==> src/rtl/fa_pkg.sv <==
package fa_pkg;

  typedef enum logic [2:0] {
    ST_READY = 3'd0,
    ST_STAT  = 3'd1,
    ST_CFIQ  = 3'd2,
    ST_JEDQ  = 3'd3,
    ST_PROG  = 3'd4,
    ST_ERAS  = 3'd5,
    ST_SYNC  = 3'd6,
    ST_SUSP  = 3'd7
  } chip_st_e;

  localparam logic [1:0] OP_READ = 2'd0;
  localparam logic [1:0] OP_PROG = 2'd1;
  localparam logic [1:0] OP_ERAS = 2'd2;
  localparam logic [1:0] OP_MODE = 2'd3;

  localparam logic [1:0] GC_NONE = 2'd0;
  localparam logic [1:0] GC_SYNC = 2'd1;
  localparam logic [1:0] GC_SUSP = 2'd2;
  localparam logic [1:0] GC_RES  = 2'd3;

  // Idle conditions occupy the lower half of the code space.
  function automatic logic st_idle(input logic [2:0] s);
    return ~s[2];
  endfunction

endpackage

==> src/rtl/fa_chip_slot.sv <==
module fa_chip_slot
  import fa_pkg::*;
(
  input  logic       clk,
  input  logic       rst,
  input  logic       op_we,
  input  logic [2:0] op_st,
  input  logic       park,
  input  logic [2:0] park_st,
  input  logic       restore,
  input  logic       fin,
  output logic [2:0] st_o,
  output logic       wake_o
);

  logic [2:0] st_q;
  logic [2:0] st_d;
  logic [1:0] saved_q;

  always_comb begin
    st_d = st_q;
    if (restore) begin
      st_d = {1'b0, saved_q};
    end else if (park) begin
      st_d = park_st;
    end else if (op_we) begin
      st_d = op_st;
    end else if (fin && (st_q == ST_PROG || st_q == ST_ERAS)) begin
      st_d = ST_READY;
    end
  end

  always_ff @(posedge clk) begin
    if (rst) begin
      st_q    <= ST_READY;
      saved_q <= 2'd0;
      wake_o  <= 1'b0;
    end else begin
      st_q   <= st_d;
      wake_o <= !st_idle(st_q) && st_idle(st_d);
      if (park) begin
        saved_q <= st_q[1:0];
      end
    end
  end

  assign st_o = st_q;

endmodule

==> src/rtl/fa_op_gate.sv <==
module fa_op_gate
  import fa_pkg::*;
#(
  parameter int N_CHIPS = 4,
  localparam int IW = (N_CHIPS > 1) ? $clog2(N_CHIPS) : 1
) (
  input  logic               op_valid,
  input  logic [1:0]         op_kind,
  input  logic [IW-1:0]      op_chip,
  input  logic [1:0]         op_mode,
  input  logic [3*N_CHIPS-1:0] chip_st_i,
  input  logic               walk_busy,
  input  logic [IW-1:0]      walk_idx,
  output logic               op_ready_o,
  output logic [N_CHIPS-1:0] op_we_o,
  output logic [2:0]         op_st_o
);

  logic [2:0] cur;
  logic       in_range;
  logic       ok_state;

  always_comb begin
    cur      = ST_READY;
    in_range = 1'b0;
    for (int i = 0; i < N_CHIPS; i++) begin
      if (op_chip == IW'(i)) begin
        cur      = chip_st_i[3*i +: 3];
        in_range = 1'b1;
      end
    end
  end

  always_comb begin
    if (op_kind == OP_MODE) ok_state = st_idle(cur);
    else                    ok_state = (cur == ST_READY);
  end

  assign op_ready_o = in_range && ok_state && !(walk_busy && op_chip == walk_idx);

  always_comb begin
    case (op_kind)
      OP_PROG: op_st_o = ST_PROG;
      OP_ERAS: op_st_o = ST_ERAS;
      OP_MODE: op_st_o = {1'b0, op_mode};
      default: op_st_o = cur;
    endcase
  end

  for (genvar g = 0; g < N_CHIPS; g++) begin : g_we
    assign op_we_o[g] = op_valid && op_ready_o && (op_chip == IW'(g)) && (op_kind != OP_READ);
  end

endmodule

==> src/rtl/fa_walk_ctrl.sv <==
module fa_walk_ctrl
  import fa_pkg::*;
#(
  parameter int N_CHIPS = 4,
  localparam int IW = (N_CHIPS > 1) ? $clog2(N_CHIPS) : 1
) (
  input  logic                 clk,
  input  logic                 rst,
  input  logic                 gcmd_valid,
  input  logic [1:0]           gcmd,
  input  logic [3*N_CHIPS-1:0] chip_st_i,
  output logic                 busy_o,
  output logic [IW-1:0]        idx_o,
  output logic [N_CHIPS-1:0]   park_o,
  output logic [2:0]           park_st_o,
  output logic [N_CHIPS-1:0]   restore_o,
  output logic                 sync_done_o,
  output logic                 susp_ok_o,
  output logic                 susp_err_o,
  output logic                 res_done_o,
  output logic                 res_warn_o
);

  typedef enum logic [2:0] {
    W_IDLE, W_SUSP, W_ROLL, W_SYNC, W_UNSYNC, W_RES
  } walk_e;

  localparam logic [IW-1:0] LAST = IW'(N_CHIPS - 1);

  walk_e       ws_q;
  logic [IW-1:0] idx_q;
  logic        warn_q;
  logic [2:0]  cur;
  logic        cur_idle;
  logic        hit_park;
  logic        hit_rest;

  assign cur      = chip_st_i[3*idx_q +: 3];
  assign cur_idle = st_idle(cur);

  always_comb begin
    hit_park  = 1'b0;
    hit_rest  = 1'b0;
    park_st_o = ST_SUSP;
    case (ws_q)
      W_SUSP:   hit_park = cur_idle;
      W_SYNC: begin
        hit_park  = cur_idle;
        park_st_o = ST_SYNC;
      end
      W_ROLL, W_UNSYNC: hit_rest = 1'b1;
      W_RES:    hit_rest = (cur == ST_SUSP);
      default: ;
    endcase
  end

  for (genvar g = 0; g < N_CHIPS; g++) begin : g_sel
    assign park_o[g]    = hit_park && (idx_q == IW'(g));
    assign restore_o[g] = hit_rest && (idx_q == IW'(g));
  end

  always_ff @(posedge clk) begin
    if (rst) begin
      ws_q        <= W_IDLE;
      idx_q       <= '0;
      warn_q      <= 1'b0;
      sync_done_o <= 1'b0;
      susp_ok_o   <= 1'b0;
      susp_err_o  <= 1'b0;
      res_done_o  <= 1'b0;
      res_warn_o  <= 1'b0;
    end else begin
      sync_done_o <= 1'b0;
      susp_ok_o   <= 1'b0;
      susp_err_o  <= 1'b0;
      res_done_o  <= 1'b0;
      res_warn_o  <= 1'b0;
      case (ws_q)
        W_IDLE: begin
          idx_q  <= '0;
          warn_q <= 1'b0;
          if (gcmd_valid) begin
            case (gcmd)
              GC_SYNC: ws_q <= W_SYNC;
              GC_SUSP: ws_q <= W_SUSP;
              GC_RES:  ws_q <= W_RES;
              default: ws_q <= W_IDLE;
            endcase
          end
        end
        W_SUSP: begin
          if (cur_idle) begin
            if (idx_q == LAST) begin
              ws_q      <= W_IDLE;
              susp_ok_o <= 1'b1;
            end else begin
              idx_q <= idx_q + 1'b1;
            end
          end else if (idx_q == '0) begin
            ws_q       <= W_IDLE;
            susp_err_o <= 1'b1;
          end else begin
            idx_q <= idx_q - 1'b1;
            ws_q  <= W_ROLL;
          end
        end
        W_ROLL: begin
          if (idx_q == '0) begin
            ws_q       <= W_IDLE;
            susp_err_o <= 1'b1;
          end else begin
            idx_q <= idx_q - 1'b1;
          end
        end
        W_SYNC: begin
          if (cur_idle) begin
            if (idx_q == LAST) ws_q <= W_UNSYNC;
            else               idx_q <= idx_q + 1'b1;
          end
        end
        W_UNSYNC: begin
          if (idx_q == '0) begin
            ws_q        <= W_IDLE;
            sync_done_o <= 1'b1;
          end else begin
            idx_q <= idx_q - 1'b1;
          end
        end
        W_RES: begin
          if (cur != ST_SUSP) warn_q <= 1'b1;
          if (idx_q == LAST) begin
            ws_q       <= W_IDLE;
            res_done_o <= 1'b1;
            res_warn_o <= warn_q || (cur != ST_SUSP);
          end else begin
            idx_q <= idx_q + 1'b1;
          end
        end
        default: ws_q <= W_IDLE;
      endcase
    end
  end

  assign busy_o = (ws_q != W_IDLE);
  assign idx_o  = idx_q;

endmodule

==> src/rtl/flash_state_arbiter.sv <==
module flash_state_arbiter
  import fa_pkg::*;
#(
  parameter int N_CHIPS = 4,
  localparam int IW = (N_CHIPS > 1) ? $clog2(N_CHIPS) : 1
) (
  input  logic                 clk,
  input  logic                 rst,
  input  logic                 op_valid,
  input  logic [1:0]           op_kind,
  input  logic [IW-1:0]        op_chip,
  input  logic [1:0]           op_mode,
  output logic                 op_ready,
  input  logic                 fin_valid,
  input  logic [IW-1:0]        fin_chip,
  input  logic                 gcmd_valid,
  input  logic [1:0]           gcmd,
  output logic                 gcmd_ready,
  output logic [3*N_CHIPS-1:0] chip_state,
  output logic [N_CHIPS-1:0]   chip_wake,
  output logic                 sync_done,
  output logic                 susp_ok,
  output logic                 susp_err,
  output logic                 resume_done,
  output logic                 resume_warn
);

  logic                 walk_busy;
  logic [IW-1:0]        walk_idx;
  logic [N_CHIPS-1:0]   park;
  logic [N_CHIPS-1:0]   restore;
  logic [2:0]           park_st;
  logic [N_CHIPS-1:0]   op_we;
  logic [2:0]           op_st;

  fa_op_gate #(.N_CHIPS(N_CHIPS)) u_gate (
    .op_valid   (op_valid),
    .op_kind    (op_kind),
    .op_chip    (op_chip),
    .op_mode    (op_mode),
    .chip_st_i  (chip_state),
    .walk_busy  (walk_busy),
    .walk_idx   (walk_idx),
    .op_ready_o (op_ready),
    .op_we_o    (op_we),
    .op_st_o    (op_st)
  );

  fa_walk_ctrl #(.N_CHIPS(N_CHIPS)) u_walk (
    .clk         (clk),
    .rst         (rst),
    .gcmd_valid  (gcmd_valid),
    .gcmd        (gcmd),
    .chip_st_i   (chip_state),
    .busy_o      (walk_busy),
    .idx_o       (walk_idx),
    .park_o      (park),
    .park_st_o   (park_st),
    .restore_o   (restore),
    .sync_done_o (sync_done),
    .susp_ok_o   (susp_ok),
    .susp_err_o  (susp_err),
    .res_done_o  (resume_done),
    .res_warn_o  (resume_warn)
  );

  for (genvar g = 0; g < N_CHIPS; g++) begin : g_slot
    fa_chip_slot u_slot (
      .clk     (clk),
      .rst     (rst),
      .op_we   (op_we[g]),
      .op_st   (op_st),
      .park    (park[g]),
      .park_st (park_st),
      .restore (restore[g]),
      .fin     (fin_valid && (fin_chip == IW'(g))),
      .st_o    (chip_state[3*g +: 3]),
      .wake_o  (chip_wake[g])
    );
  end

  assign gcmd_ready = !walk_busy;

endmodule

==> config.mk <==
export PLATFORM = sky130hd
export DESIGN_NAME = flash_state_arbiter
export DESIGN_NICKNAME = d
export VERILOG_FILES = /design/src/rtl/fa_pkg.sv /design/src/rtl/fa_chip_slot.sv /design/src/rtl/fa_op_gate.sv /design/src/rtl/fa_walk_ctrl.sv /design/src/rtl/flash_state_arbiter.sv
export SDC_FILE = /design/constraint.sdc
export NUM_CORES = 1
export LEC_CHECK = 0
export BUFFER_PORTS_ARGS = -buffer_cell sky130_fd_sc_hd__buf_2
export CAP_MARGIN = 20
export CORE_MARGIN = 1
export CORE_UTILIZATION = 35
export CTS_CLUSTER_DIAMETER = 200
export DETAILED_ROUTE_END_ITERATION = 10
export GPL_TIMING_DRIVEN = 0
export PLACE_DENSITY = 0.55
export RECOVER_POWER = 50
export SYNTH_ARGS = -nofsm -noshare
export SYNTH_HDL_FRONTEND = slang
export SYNTH_SLANG_ARGS = --single-unit
export TNS_END_PERCENT = 20
==> constraint.sdc <==
create_clock -name clk -period 2 [get_ports clk]
set_clock_uncertainty 0.1 [all_clocks]
set_input_delay 0.1 -clock clk [delete_from_list [all_inputs] [get_ports clk]]
set_output_delay 0.1 -clock clk [all_outputs]
set_load 0.01 [all_outputs]
### After elaboration in Yosys (flattened, before gate mapping)

Cells that the tools add are included.

| storage, ports and cells | value |
|---|---|
| register bits after elaboration | 35 |
| latch bits | 0 |
| bits in writable memories | 0 |
| ROM bits | 0 |
| bits of input ports | 15 |
| output and inout bits | 23 |
| logic and storage cells | 184 |
| memories | 0 |

| operators by class | value |
|---|---|
| add/sub/neg operators | 2 |
| multiply operators | 1 |
| divide/modulo/power cells | 0 |
| $lt $le $gt $ge | 0 |
| eq/ne operators | 36 |
| shifts and indexed selects | 1 |
| mux-type cells | 49 |
| bitwise logic cells | 10 |
| reductions and logical operators | 61 |

Operators by type and width:

| kind | count |
|---|---|
| 3-bit 2-to-1 mux | 26 |
| 3-bit equality test (second input constant) | 11 |
| 1-bit logical AND | 32 |
| 2-bit equality test (second input constant) | 10 |
| 3-bit one-hot mux with 3 select lines | 2 |
| 4-bit nonzero test | 4 |
| 3-bit one-hot mux with 5 select lines | 1 |
| 12-bit by 5-bit indexed part select with 3-bit output | 1 |
| 1-bit 2-to-1 mux | 11 |
| 2-bit by 1-bit equality test with 1-bit output (second input constant) | 5 |
| 2-bit 2-to-1 mux | 5 |
| 1-bit NOT | 10 |
| 2-bit one-hot mux with 5 select lines | 1 |
| 2-bit OR reduction | 4 |
| 3-bit by 2-bit equality test with 1-bit output (second input constant) | 2 |
| 2-bit logical NOT | 3 |
| 3-bit logical NOT | 2 |
| 2-bit by 1-bit != test with 1-bit output (second input constant) | 3 |
| 1-bit one-hot mux with 2 select lines | 3 |
| 3-bit OR reduction | 2 |
| 1-bit logical OR | 5 |
| 5-bit nonzero test | 1 |
| 2-bit by 2-bit multiplier with 4-bit output (first input constant) | 1 |
| 2-bit != test (second input constant) | 2 |
| other kinds (10) | 13 |

### Longest topological paths before layout

| logic depth | value |
|---|---|
| depth after elaboration | 17 |
| gate-level depth with buffers | 8 |
| mapped depth without buffers | 8 |

### Modules after synthesis

A second synthesis with hierarchy kept.

| second synthesis, totals | value |
|---|---|
| cell total of the unflattened synthesis | 270 |
| area, all modules | 2409.8 um^2 |

Modules (own cells, without submodules):

| module | times used | cells an instance | area an instance (um^2) | seq. area each (um^2) |
|---|---|---|---|---|
| fa_chip_slot | 4 | 30 | 302.8 | 120.1 |
| fa_walk_ctrl | 1 | 114 | 850.8 | 220.2 |
| fa_op_gate | 1 | 31 | 306.5 | 0.0 |
| flash_state_arbiter | 1 | 5 | 41.3 | 0.0 |

### Least setup slack after synthesis

Ideal clock, no wire load.

| timing path | value |
|---|---|
| path kind | register -> register |
| start | reg u_walk.idx_q[0] (netlist: u_walk.idx_o[0]) |
| end | reg u_walk.ws_q[1] |
| setup time | 70 ps |
| arrival time | 1775 ps |
| required time | 1830 ps |
| setup slack | 55 ps |
| stages on the path, launching flop included | 7 |
| buffers on the path | 1 |
| period minus slack after synthesis | 1945 ps |
| cells stage by stage | dfxtp_1 buf_4 mux4_2 a32o_1 o31ai_1 o21ai_1 a21oi_1 |

| on the way | value |
|---|---|
| cells in the longest elaborated chain, start to end | 4 |
| elaborated cells between the ends (all ways) | 12 |
| classes of those cells | 1 x mul; 4 x eq/ne; 1 x shift; 4 x mux; 2 x reduce/logical |

RTL lines:

| element | line | RTL |
|---|---|---|
| start, declared | fa_walk_ctrl.sv:31 | `logic [IW-1:0] idx_q;` |
| start signal, assigned | fa_walk_ctrl.sv:97 | `idx_q <= idx_q + 1'b1;` |
| start signal, assigned | fa_walk_ctrl.sv:103 | `idx_q <= idx_q - 1'b1;` |
| start signal, assigned | fa_walk_ctrl.sv:112 | `idx_q <= idx_q - 1'b1;` |
| 2-bit by 2-bit multiplier with 4-bit output, or another cell as far along | fa_walk_ctrl.sv:38 | `assign cur = chip_st_i[3*idx_q +: 3];` |
| 12-bit by 5-bit indexed part select with 3-bit output, or another cell as far along | fa_walk_ctrl.sv:38 |  |
| 3-bit 2-to-1 mux or 2-bit != test (tied branches) | -- |  |
| 3-bit one-hot mux with 5 select lines or 4-bit AND reduction (tied branches) | -- |  |
| end signal, assigned | fa_walk_ctrl.sv:84 | `GC_SYNC: ws_q <= W_SYNC;` |
| end signal, assigned | fa_walk_ctrl.sv:85 | `GC_SUSP: ws_q <= W_SUSP;` |
| end signal, assigned | fa_walk_ctrl.sv:94 | `ws_q <= W_IDLE;` |
| end, declared | fa_walk_ctrl.sv:30 | `walk_e ws_q;` |

Parallel ways exist; a longest one is shown, timed or not.
A chain may end at the register's enable or synchronous reset.

### Worst setup path in the final report

| timing path | value |
|---|---|
| start | reg g_slot[1].u_slot.st_q[1] |
| end | reg g_slot[3].u_slot.st_q[0] |

| on the way | value |
|---|---|
| cells in the longest elaborated chain, start to end | 13 |
| elaborated cells between the ends (all ways) | 21 |
| classes of those cells | 1 x eq/ne; 1 x shift; 9 x mux; 1 x bitwise; 9 x reduce/logical |

RTL lines:

| element | line | RTL |
|---|---|---|
| start, declared | fa_chip_slot.sv:16 | `logic [2:0] st_q;` |
| start signal, assigned | fa_chip_slot.sv:39 | `st_q <= st_d;` |
| 3-bit 2-to-1 mux (3 in series) | fa_op_gate.sv:27 | `if (op_chip == IW'(i)) begin` |
| 3-bit logical NOT | fa_op_gate.sv:36 | `else ok_state = (cur == ST_READY);` |
| 1-bit 2-to-1 mux | fa_op_gate.sv:35 | `if (op_kind == OP_MODE) ok_state = st_idle(cur);` |
| 1-bit logical AND (2 in series) | fa_op_gate.sv:39 | `assign op_ready_o = in_range && ok_state && !(walk_busy && op_chip == walk_idx);` |
| 1-bit logical AND (3 in series) | fa_op_gate.sv:51 | `assign op_we_o[g] = op_valid && op_ready_o && (op_chip == IW'(g)) && (op_kind != OP_READ);` |
| 3-bit 2-to-1 mux | fa_chip_slot.sv:26 | `end else if (op_we) begin` |
| 3-bit 2-to-1 mux | fa_chip_slot.sv:24 | `end else if (park) begin` |
| 3-bit 2-to-1 mux | fa_chip_slot.sv:22 | `if (restore) begin` |
| end signal, assigned | fa_chip_slot.sv:39 |  |
| end, declared | fa_chip_slot.sv:16 |  |

Parallel ways exist; a longest one is shown, timed or not.

==> flow_summary.toml <==
[synthesis]
ys_types = 69
async_flop_share_pct = 0
synth_top_area_share_pct = 30.0
yosysTopAreaCell = "dfxtp_1"
synth_seq_cells = 35
synthTopCellsByArea = "dfxtp_1 30%, a21oi_1 4.7%, mux2i_1 4.3%"
seq_area_frac_synth_pct = 30.0
avgSynthCellArea_um2 = 8.12
yosys_warnings = 0
ys.flop_type = "dfxtp_1"
synth_nets = 306
netlist_area_um2 = 2340
synth_edf_count = 0
synth_cells = 288

[worst_setup_path]
start_kind = "register"
cp.arrival_ns = 2.18
cp-end-kind = "register"
cp_cell_sequence = "nor4b_1, a311o_2, o211ai_1, nor4_2, a211oi_1, o21ai_1"
r2r_slack_ns = -0.09
crit_buf_inv = 0
cpLargestDelayFamily = "compound AO/OA/AOI/OAI gates"
timing.rr.end = "g_slot[3].u_slot.st_o[0]"
cp.required_ns = 2.09
r2r_cells = 6
timing.rr.start = "g_slot[1].u_slot.st_o[1]"
slowest_delay_ns = 0.50
worstSetupPathType = "register to register"
cp_slowest_cell = "dfxtp_1"
path_max_fanout = 7

[worst_hold_path]
hold_depth = 4
hold_class = "primary input to register"
min_from = "gcmd[1]"
hold_path_end = "u_walk.ws_q[1]"

[clock_tree]
cts_buffer_depth = 2
cts_buffers = 5
clock_latency_ns = 0.30
cts_max_level = 2
clkTransAtPathRegs_ns = 0.08
cts_tree = "done"
cts_sinks = 35
root_buffer = "clkbuf_8"

[placement]
dp_hpwl_um = 5340
placed_cell_area_um2 = 2620
gp_congestion = 0.887
pre_cts_ws_ns = -0.353
portBuffers = 36

[sta]
fmax_ghz = 0.479
slew_headroom_pct = 44.9
setup_violations = 11
rsz0062_at_grt = "yes"
slew_viol_final = 0
period_needed_ns = 2.09
timing.final.crit_share_pct = 104
hold_viol = 0
tightestPinTransition_ns = 0.824
fin_ws_ns = -0.0882

[global_routing]
track_usage_pct = 21.7
grt_pass1_vias = 2333
use_met1_pct = 30.5
met3_usage_pct = 3.46
grtUsageMet2_pct = 32.4
grt_pass1_wl_um = 11900
grt-ovfl-total = 0
antenna_found_initial = 0
grt.busiest_layer = "met2"
grt_max_degree = 12

[detailed_routing]
detail_route.wl_per_cell_um = 18.0
drtAntennaViolNets = 0
num_vias = 2490
first_pass_iters = 5
detail_route.iter0.violations = 223
vias_per_cell = 5.87
drc = 0
wl_um = 7620

[pwr]
power.share.sequential_pct = 28.6
ir_drop_mv = 0.554
internal_power_mw = 1.80
power_density_nw_per_um2 = 1010
comb_power_share_pct = 48.7
swShare_pct = 41.0
power.total_mw = 3.05
p_sw_mw = 1.25
p_clk_share_pct = 22.7
leakage_nw = 1.13

[finish]
syn2layout_area_growth_pct = 29.3
multi_input_area_um2 = 1640
register_area_um2 = 721
drive_gt1_share_pct = 30.8
antenna_cells = 0
final_cell_area_um2 = 3020
fin_nets = 364
fillCellCount = 654

[floorplanning]
core_area_um2 = 6390
fp-row-count = 29
io_pins = 38
fp.dieW_um = 83.7
dieHeight_um = 83.7
die_area_um2 = 7010
initial_core_util_pct = 36.6

[run]
cap_violations = 0

[run_status]
status = "finished with violations"
violations = "negative setup slack"
==> cell families after synthesis <==
group	count (synthesis)	synth area share [%]
AOI/OAI and AO/OA	83	25.4
xor gates and xnor gates	2	0.749
adders and majority gates	3	1.61
buffers and inverters	31	6.37
DFF	35	30.0
muxes	16	8.61
and+or+nand+nor	118	27.3
==> worst max path at each step <==
| stage | from | end | cells after the start |
|---|---|---|---|
| 2_1_floorplan | u_walk.idx_o[0] | u_walk.ws_q[1] | 6 |
| 3_3_place_gp | u_walk.idx_o[1] | g_slot[3].u_slot.st_o[0] | 7 |
| 3_5_place_dp | u_walk.idx_o[1] | g_slot[3].u_slot.st_o[0] | 7 |
| 4_1_cts | u_walk.ws_q[1] | g_slot[2].u_slot.st_o[0] | 8 |
| 5_1_grt | g_slot[0].u_slot.st_o[2] | g_slot[0].u_slot.wake_o | 6 |
| 6_report | g_slot[1].u_slot.st_o[1] | g_slot[3].u_slot.st_o[0] | 6 |
==> sequential cells by signal, summed over array words and instances (netlist names) <==
signal and count:
g_slot.u_slot.wake_o 4, u_walk.idx_o 2, u_walk.res_done_o 1, u_walk.susp_ok_o 1, u_walk.sync_done_o 1, u_walk.res_warn_o 1, u_walk.susp_err_o 1, u_walk.warn_q 1
g_slot.u_slot.saved_q 8, u_walk.ws_q 3, g_slot.u_slot.st_o 12
==> cell usage after synthesis (2+ instances only) <==
| cell type | instances |
|---|---|
| and3_1 | 3 |
| dfxtp_1 | 35 |
| buf_1 | 2 |
| o21ai_1 | 6 |
| nand2_1 | 24 |
| nand4_1 | 4 |
| nand3_1 | 10 |
| inv_1 | 9 |
| and4_1 | 2 |
| mux4_2 | 3 |
| o31ai_1 | 2 |
| nor3b_1 | 3 |
| ha_1 | 3 |
| mux2_2 | 2 |
| a211oi_1 | 6 |
| nor4_1 | 3 |
| nand2b_1 | 8 |
| clkbuf_1 | 8 |
| nor3_1 | 10 |
| buf_2 | 5 |
| a31oi_1 | 7 |
| a21o_1 | 2 |
| o211ai_1 | 2 |
| a32o_1 | 2 |
| buf_4 | 5 |
| a21oi_1 | 22 |
| xnor2_1 | 2 |
| and2_1 | 2 |
| o32ai_1 | 2 |
| nand3b_1 | 2 |
| nor3_2 | 3 |
| o22ai_1 | 3 |
| and3b_1 | 2 |
| nor2_1 | 25 |
| or3_1 | 2 |
| mux2i_1 | 10 |
| nor2b_1 | 7 |
| o21ai_0 | 9 |
==> tightest hold or removal path, stage by stage <==
cell	delay, ns
buf_2	0.09
nor2_1	0.04
o21ai_1	0.12
a21oi_1	0.06
==> placed cells by master (no fill, tap or decap), types with 3 or more instances in the layout <==
master / instances
o21ai_1: 8
o21ai_0: 7
mux4_2: 3
mux2i_1: 9
nand2_1: 24
a21oi_1: 21
clkbuf_1: 20
nand4_1: 4
buf_4: 19
nor2_1: 23
dfxtp_4: 5
ha_1: 3
nor2_2: 3
dfxtp_1: 29
buf_2: 28
nor3_2: 5
clkbuf_8: 6
nand3_1: 8
nor3_1: 7
a211oi_1: 5
nor2b_1: 6
nand2b_1: 6
nor3b_1: 3
inv_1: 9
a31oi_1: 6
==> repair_timing <==
item	in CTS	in global routing
setup endpoints to repair	27	22
hold buffers	0	0
resized for setup	28	28
pin swaps	9	12
setup buffers	8	7
==> power groups by stage <==
stage / logic (mW) / registers (mW) / clock network (mW)
6_report: 1.49 / 0.872 / 0.691
5_1_grt: 1.58 / 0.882 / 0.725
4_1_cts: 1.35 / 0.870 / 0.691
3_5_place_dp: 1.18 / 0.880 / 0
3_3_place_gp: 1.19 / 0.878 / 0
2_1_floorplan: 0.858 / 0.868 / 0
==> per-layer routing <==
layer / routed length [µm] / vias to the layer above
met5: 0 / -
met4: 177 / 0
met3: 439 / 18
met2: 3500 / 94
met1: 3500 / 1189
li1: - / 1189
==> cell type report <==
class | instances | share of cell area [%]
clock buffers | 6 | 2.73
multi-input cells | 222 | 54.1
clock inverters | 2 | 1.16
well taps | 77 | 3.19
plain buffers | 21 | 4.47
inverters | 10 | 1.24
flip-flops and latches | 35 | 23.8
repair buffers | 51 | 9.27
==> metrics by stage <==
stage	instances	utilization, %	hold WS, ns	TNS [ns]
floorplan	288	-	0.244	0
global placement	401	40.9	0.347	-3.04
detailed placement	401	40.9	0.352	-3.01
CTS	417	45.3	0.0621	-0.455
global route	424	47.4	0.0997	-1.37
finish	424	47.4	0.0505	-0.417
No activity file was read; power rests on OpenSTA's default activity.
